`src/rtl/comp_pkg.sv`:
```
package comp_pkg;
  localparam int PX_W     = 7;
  localparam int PRIO_BIT = 6;
  localparam int CODE_W   = 6;
  localparam int IDX_W    = 4;
  localparam int N_LAYER  = 3;

  typedef enum logic [2:0] {
    SRC_BG  = 3'd0,
    SRC_A   = 3'd1,
    SRC_B   = 3'd2,
    SRC_SPR = 3'd3,
    SRC_WIN = 3'd4
  } src_e;
endpackage

```
`src/rtl/layer_arbiter.sv`:
```
module layer_arbiter
  import comp_pkg::*;
(
  input  logic [PX_W-1:0]   spr,
  input  logic [PX_W-1:0]   pla,
  input  logic [PX_W-1:0]   plb,
  input  logic              win,
  input  logic [CODE_W-1:0] bg,
  output logic [CODE_W-1:0] code,
  output logic              prio,
  output src_e              src
);
  // rank order: 0 sprite, 1 plane A / window, 2 plane B
  logic [PX_W-1:0] px [N_LAYER];
  src_e            tag [N_LAYER];
  logic [N_LAYER-1:0] hi_hit, lo_hit;

  assign px[0]  = spr;
  assign px[1]  = pla;
  assign px[2]  = plb;
  assign tag[0] = SRC_SPR;
  assign tag[1] = win ? SRC_WIN : SRC_A;
  assign tag[2] = SRC_B;

  for (genvar g = 0; g < N_LAYER; g++) begin : g_hit
    assign lo_hit[g] = |px[g][IDX_W-1:0];
    assign hi_hit[g] = lo_hit[g] & px[g][PRIO_BIT];
  end

  always_comb begin
    code = bg;
    prio = 1'b0;
    src  = SRC_BG;
    // scan from lowest rank up so the best rank is written last
    for (int i = N_LAYER - 1; i >= 0; i--) begin
      if (lo_hit[i]) begin
        code = px[i][CODE_W-1:0];
        prio = px[i][PRIO_BIT];
        src  = tag[i];
      end
    end
    if (|hi_hit) begin
      for (int i = N_LAYER - 1; i >= 0; i--) begin
        if (hi_hit[i]) begin
          code = px[i][CODE_W-1:0];
          prio = 1'b1;
          src  = tag[i];
        end
      end
    end
  end
endmodule

```
`src/rtl/color_ram.sv`:
```
module color_ram #(
  parameter int DEPTH = 64,
  parameter int DW    = 9,
  localparam int AW   = $clog2(DEPTH)
) (
  input  logic          clk,
  input  logic          we,
  input  logic [AW-1:0] waddr,
  input  logic [DW-1:0] wdata,
  input  logic          re,
  input  logic [AW-1:0] raddr,
  output logic [DW-1:0] rdata
);
  logic [DW-1:0] mem [DEPTH];

  always_ff @(posedge clk) begin
    if (we) mem[waddr] <= wdata;
    if (re) rdata <= mem[raddr];
  end
endmodule

```
`src/rtl/layer_compositor.sv`:
```
module layer_compositor
  import comp_pkg::*;
#(
  parameter int COLOR_W = 9,
  parameter int ENTRIES = 64,
  localparam int AW     = $clog2(ENTRIES)
) (
  input  logic               clk,
  input  logic               rst_n,
  input  logic               in_valid,
  output logic               in_ready,
  input  logic [PX_W-1:0]    spr_px,
  input  logic [PX_W-1:0]    pla_px,
  input  logic [PX_W-1:0]    plb_px,
  input  logic               win_active,
  input  logic [AW-1:0]      bg_index,
  input  logic               cram_we,
  input  logic [AW-1:0]      cram_waddr,
  input  logic [COLOR_W-1:0] cram_wdata,
  output logic               out_valid,
  input  logic               out_ready,
  output logic [COLOR_W-1:0] out_color,
  output logic               out_prio,
  output logic [2:0]         out_src
);
  logic [CODE_W-1:0] arb_code;
  logic              arb_prio;
  src_e              arb_src;
  logic              accept;

  layer_arbiter u_arb (
    .spr (spr_px),
    .pla (pla_px),
    .plb (plb_px),
    .win (win_active),
    .bg  (bg_index),
    .code(arb_code),
    .prio(arb_prio),
    .src (arb_src)
  );

  assign in_ready = !out_valid || out_ready;
  assign accept   = in_valid && in_ready;

  color_ram #(.DEPTH(ENTRIES), .DW(COLOR_W)) u_cram (
    .clk  (clk),
    .we   (cram_we),
    .waddr(cram_waddr),
    .wdata(cram_wdata),
    .re   (accept),
    .raddr(arb_code[AW-1:0]),
    .rdata(out_color)
  );

  always_ff @(posedge clk) begin
    if (!rst_n) begin
      out_valid <= 1'b0;
      out_prio  <= 1'b0;
      out_src   <= SRC_BG;
    end else if (accept) begin
      out_valid <= 1'b1;
      out_prio  <= arb_prio;
      out_src   <= arb_src;
    end else if (out_ready) begin
      out_valid <= 1'b0;
    end
  end

  assert_hold_R9: assert property (@(posedge clk) disable iff (!rst_n)
    out_valid && !out_ready |=> out_valid && $stable(out_color) && $stable(out_prio) && $stable(out_src));

  assert_latency_R8: assert property (@(posedge clk) disable iff (!rst_n)
    in_valid && in_ready |=> out_valid);

  assert_drain_R8: assert property (@(posedge clk) disable iff (!rst_n)
    !in_valid && out_ready |=> !out_valid);

  assert_tag_range_R7: assert property (@(posedge clk) disable iff (!rst_n)
    out_valid |-> out_src <= 3'd4);

  assert_window_tag_R7: assert property (@(posedge clk) disable iff (!rst_n)
    win_active |-> arb_src != SRC_A);

  assert_bg_noprio_R6: assert property (@(posedge clk) disable iff (!rst_n)
    out_valid && out_src == 3'd0 |-> !out_prio);
endmodule

```
`config.mk`:
```
export PLATFORM = sky130hd
export DESIGN_NAME = layer_compositor
export DESIGN_NICKNAME = d
export VERILOG_FILES = /design/src/rtl/comp_pkg.sv /design/src/rtl/layer_arbiter.sv /design/src/rtl/color_ram.sv /design/src/rtl/layer_compositor.sv
export SDC_FILE = /design/constraint.sdc
export NUM_CORES = 1
export LEC_CHECK = 0
export BUFFER_PORTS_ARGS = -buffer_cell sky130_fd_sc_hd__buf_2
export CORE_UTILIZATION = 40
export CTS_CLUSTER_SIZE = 14
export DETAILED_ROUTE_END_ITERATION = 10
export GPL_TIMING_DRIVEN = 0
export SLEW_MARGIN = 20
export SYNTH_ARGS = -nofsm -noshare
export SYNTH_HDL_FRONTEND = slang
export SYNTH_SLANG_ARGS = --single-unit
```
`constraint.sdc`:
```
create_clock -name clk -period 5 [get_ports clk]
set_input_delay 0.5 -clock clk [delete_from_list [all_inputs] [get_ports clk]]
set_output_delay 0.5 -clock clk [all_outputs]
set_load 0.02 [all_outputs]
```
Word level (Yosys, flattened, before mapping)
Memories as Yosys holds them, arrays and structs flattened. A register that Yosys moved wholly into a read port is not among the register bits. Index checks and enable logic that the tools add are counted.

Register bits after elaboration: 5. Memory bits (writable): 576. Bits of input ports: 48. Output and inout bits: 15. Word-level logic and storage cells: 41. Memories: 1.

Mux-type cells: 26. Bitwise gates (word level): 3. Reduce and logical (&&, ||, !) cells: 8.

Memories: u_cram.mem (depth 64, width 9, rd ports 1, clocked after memory_dff 1, wr ports 1, line color_ram.sv:14) `logic [DW-1:0] mem [DEPTH];`.

Operator list (count): $mux 6 (7); $mux 3 (7); $reduce_or 4->1 (3); $mux 1 (11); $and 1x1->1 (3); $reduce_or 3->1 (1); $mux 2 (1); $reduce_bool 2->1 (1); $logic_and 1x1->1 (1); $logic_not 1->1 (1); $logic_or 1x1->1 (1).

Longest topological paths before layout
Word-level depth: 8. Depth in mapped cells: 14. Mapped depth without buffers: 9.

By module
A second synthesis with hierarchy kept.

Cells, all modules: 1114. Area total of the unflattened synthesis: 23430.0 sq um.

Modules (own cells, without submodules): color_ram (instances 1, cells each 1020, area an instance 22684.3 sq um, seq. area each 17566.8 sq um); layer_arbiter (instances 1, cells each 71, area an instance 521.8 sq um, seq. area each 0.0 sq um); layer_compositor (instances 1, cells each 23, area an instance 224.0 sq um, seq. area each 100.1 sq um).

Least setup slack after synthesis
Ideal clock, no wire load.

Kind: input port to flip-flop. Start point: in plb_px[0]. End point: reg u_cram.rdata[6], read port of u_cram.mem, data pin. Setup time: 0.256 ns. Data arrival time: 2.811 ns. Data required time: 4.744 ns. Slack: 1.933 ns. Stages: 12. Buffers on the path: 3. Cells stage by stage: buf_4 -> o41ai_4 -> nand2_2 -> o32a_4 -> and2_4 -> buf_6 -> buf_6 -> nor2_2 -> a22oi_1 -> a32oi_1 -> o31ai_1 -> a41o_1.

Word-level cells in the longest chain between the ends: 8. Elaborated cells on any way between the ends: 10. Classes of those cells: mux: 7; bitwise: 1; reduce/logical: 2.

RTL lines: start: declaration (line layer_compositor.sv:14) `input logic [PX_W-1:0] plb_px,`; $reduce_or 4->1 (line layer_arbiter.sv:26) `assign lo_hit[g] = |px[g][IDX_W-1:0];`; $mux 6 (3 in a row) (line layer_arbiter.sv:36) `if (lo_hit[i]) begin`; $mux 6 (3 in a row) (line layer_arbiter.sv:44) `if (hi_hit[i]) begin`; $mux 6 (*) (line layer_arbiter.sv:42) `if (|hi_hit) begin`; end: declaration (line color_ram.sv:12) `output logic [DW-1:0] rdata`.

Every way passes the cells marked *; elsewhere a longest branch is shown, timed or not. A chain may end at the register's enable or synchronous reset.

Final worst setup path
Start point: in plb_px[2]. End point: reg u_cram.rdata[2], read port of u_cram.mem, data pin.

The elaborated chain is that of the path after synthesis.

==> metrics.md <==
| Metric | Value |
|---|---|
| Layout cells sized above 1 | `0.162` |
| HPWL Detailed | `around 43,000 um` |
| Root Buffer | `clkbuf_16` |
| Die area | `0.0608 mm2` |
| Chip width | `between 200 and 250 um` |
| Final Skew | `~0.023 ns` |
| Status | `complete, no violations` |
| Pleak | `8.89 nW` |
| Largest net degree at the start of global routing | `between 60 and 70` |
| Mapped Cells | `about 1,600` |
| Setup crit end | `u_cram.rdata[2]` |
| Gr ovfl total | `0` |
| Effective utilization at floorplan | `0.405` |
| Mapped Avg Cell Area | `about 15 um2` |
| Synth area leaders | `edfxtp_1 73%, nand2_1 4.1%, mux2i_1 3.1%` |
| Int Pwr | `between 8 and 9 mW` |
| H-tree lvl count | `2` |
| Reg-to-reg endpoint | `u_cram.rdata[2]` |
| Pwr dens | `~400 mW/mm2` |
| Crit path from | `plb_px[2]` |
| Critical Path Max Stage Delay | `approximately 0.73 ns` |
| Worst setup EP type | `register` |
| Netlist Area Pre-Place | `between 0.02 and 0.025 mm2` |
| GPL Wtd Cong | `slightly above 0.9` |
| EDFF count, synth | `slightly below 600` |
| Worst path most repeated cell | `o21ai_0` |
| Worst EP required | `approximately 5.3 ns` |
| Worst Path Arrival | `between 4 and 5 ns` |
| Vias in the first global route | `approximately 14,000` |
| Core ar. | `0.0590 mm2` |
| Sw Pwr | `2.66 mW` |
| Syn nets | `1,609` |
| Worst min path class | `input pin to register` |
| Initial antenna violation count | `3` |
| First-pass GRT wire length | `about 94,000 um` |
| Most frequent cells in the layout | `585 x edfxtp_1, 259 x nand2_1, 92 x nor2_1` |
| Post-DRT Antenna Nets | `0` |
| WL final | `65,000 um` |
| PostCTS Resize Cnt | `0` |
| Total number of yosys warnings | `0` |
| CP cell instances | `clkbuf_1 > nor4_1 > mux2_2 > o21ai_0 > o32ai_1 > buf_2 > nor2_1 > o21ai_0 > o31ai_1 > a311o_1 > nand4_1` |
| FF+latch count, synth | `590` |
| Crit Path Class | `input pin to register` |
| Synthesis-to-layout area growth | `13.0%` |
| RSZ-0062 raised after global routing | `no` |
| CP Depth | `11` |
| Sw Share | `0.245` |
| DP Area | `around 0.025 mm2` |
| Final setup TNS | `0 ns` |
| Reg2Reg Launch Point | `u_cram.mem[11][2]` |
| CP Max Fanout | `10` |
| Final non-filler cell area | `between 0.02 and 0.03 mm2` |
| CTS Sinks | `a little under 600` |
| Routed len/inst | `26.1 um` |
| Post-CTS Setup Bufs | `0` |
| Floorplan die height | `approximately 250 um` |
| Fillers | `a little over 5,000` |
| Hold Buf Count CTS | `0` |
| Worst hold margin | `between 0.15 and 0.2 ns` |
| Synth async-reset ratio | `0` |
| Max Fclk | `approximately 240 MHz` |
| Reg power frac | `0.508` |
| Fin nets | `1,727` |
| CP max-delay cell | `o31ai_1` |
| MaxCap Viol Count | `0` |
| Max Root-Sink Buffers | `3` |
| Combinational power share | `0.109` |
| DRC | `0` |
| CTS clock-pin slew for the worst setup and hold paths | `0.06 ns` |
| Router iterations before antenna repair | `5` |
| Slew @ Worst Pin | `~1.1 ns` |
| Most common cell after layout, fill and taps aside | `edfxtp_1` |
| CTS tree | `done` |
| DR iter-0 viols | `between 1,500 and 2,000` |
| Slew Limit Fails | `0` |
| Tcrit/Tclk final | `0.819` |
| Setup crit start kind | `input pin` |
| Port Buffers | `53` |
| IR drop worst, VDD | `0.256 mV` |
| DR vias | `14,600` |
| Share of the synthesized area in the top cell type | `0.734` |
| Largest area contributor in the netlist | `edfxtp_1` |
| Delay-heaviest family, CP | `compound AO/OA/AOI/OAI gates` |
| Site Rows | `89` |
| CP bufs+invs | `2` |
| Clock Latency Late Sink | `just over 0.6 ns` |
| Main synth FF type | `edfxtp_1` |
| Ports | `63` |
| Final Hold Viols | `0` |
| Synth cell types | `62` |
| Path depth of the worst reg2reg path | `5` |
| TritonCTS Buffers | `about 60` |
| Final worst path period need | `roughly 4 ns` |
| Slew headroom | `0.252` |
| Vias per cell | `slightly below 6` |
| Gr usage total | `0.214` |
| Final setup vio count | `0` |
| Clk network pwr share | `0.383` |
| Reg-to-reg slack, setup | `approximately 2.8 ns` |
| Register area share after synthesis | `0.738` |
==> area by class of cell <==
cell class	instances	area, um2	area share
Inverter	6	22.5	0.000833
Multi-Input combinational cell	878	5760	0.213
Sequential cell	590	17700	0.654
Timing Repair Buffer	57	342	0.0126
Tap cell	773	967	0.0358
Antenna cell	1	2.50	0.0000926
Clock buffer	76	1590	0.0589
Clock inverter	27	184	0.00681
Buffer	87	485	0.0180
==> cells in the mapped netlist (all sizes together), types with 8 or more instances <==
master  number
nor2b        8
a21oi       37
nor2        97
a221oi       8
o31ai        9
nand2      263
buf         65
nor3        12
a22oi        8
clkbuf      22
a32o        16
o22ai        8
mux2        16
and3        19
a31oi       21
a211oi      21
nand3       63
nand4       45
mux4        30
a22o        23
o211ai       9
mux2i       73
a32oi       13
edfxtp     585
o21ai       14
==> worst min path at each step <==
| stage | startpoint | cells after the start | slack [ns] | endpoint |
|---|---|---|---|---|
| 2_1_floorplan | out_src[1] | 2 | 0.59 | out_src[1] |
| 3_3_place_gp | out_src[1] | 2 | 0.49 | out_src[1] |
| 3_5_place_dp | out_src[2] | 2 | 0.49 | out_src[2] |
| 4_1_cts | rst_n | 2 | 0.13 | out_src[1] |
| 5_1_grt | rst_n | 2 | 0.14 | out_src[2] |
| 6_report | rst_n | 2 | 0.16 | out_src[2] |
==> worst register-to-register path, cell delays in order, from the launching register on <==
cell and delay (ns):
edfxtp_1 0.37, mux2i_1 0.15, o211ai_1 0.15, o31ai_1 0.69, a311o_1 0.41, nand4_1 0.19
==> metal layers <==
| layer | global-route usage | up-vias | part of all wire |
|---|---|---|---|
| li1 | - | 6366 | - |
| met1 | 0.300 | 7357 | 0.42 |
| met2 | 0.329 | 737 | 0.45 |
| met3 | 0.0395 | 154 | 0.084 |
| met4 | 0.0862 | 6 | 0.041 |
| met5 | 0 | - | 0.00066 |
==> sequential cells by signal, summed over array words and instances (netlist names) <==
name	cells
out_prio	1
out_src	3
u_cram.rdata	9
u_cram.mem	576
out_valid	1
==> power by group through the flow <==
stage                     combinational, mW  sequential [mW]  clock [mW]
after CTS                              1.16             5.51        4.20
after global routing                   1.24             5.51        4.38
after detailed placement               1.16             5.61           0
after floorplan                       0.642             5.63           0
final                                  1.18             5.51        4.15
after global placement                 1.14             5.61           0
==> through the flow <==
stage	power, mW	worst slack (ns)	util	std cells
floorplan	6.27	1.93	-	1561
global placement	6.76	0.415	0.426	2387
detailed placement	6.77	0.447	0.427	2390
CTS	10.9	1.10	0.457	2493
global route	11.1	0.880	0.458	2494
finish	10.8	0.906	0.458	2495
==> logic make-up (layout without fill, tap and decap cells) <==
logic type | after synthesis | after routing | share of synthesized area
multiplexers | 119 | 119 | 0.0663
AO/OA/AOI/OAI | 225 | 225 | 0.0727
AND/OR/NAND/NOR | 534 | 534 | 0.101
buffers and inverters | 93 | 253 | 0.0212
flip-flops | 590 | 590 | 0.738
other | 0 | 1 | 0
Note: power is estimated with default switching activity, not from simulation.
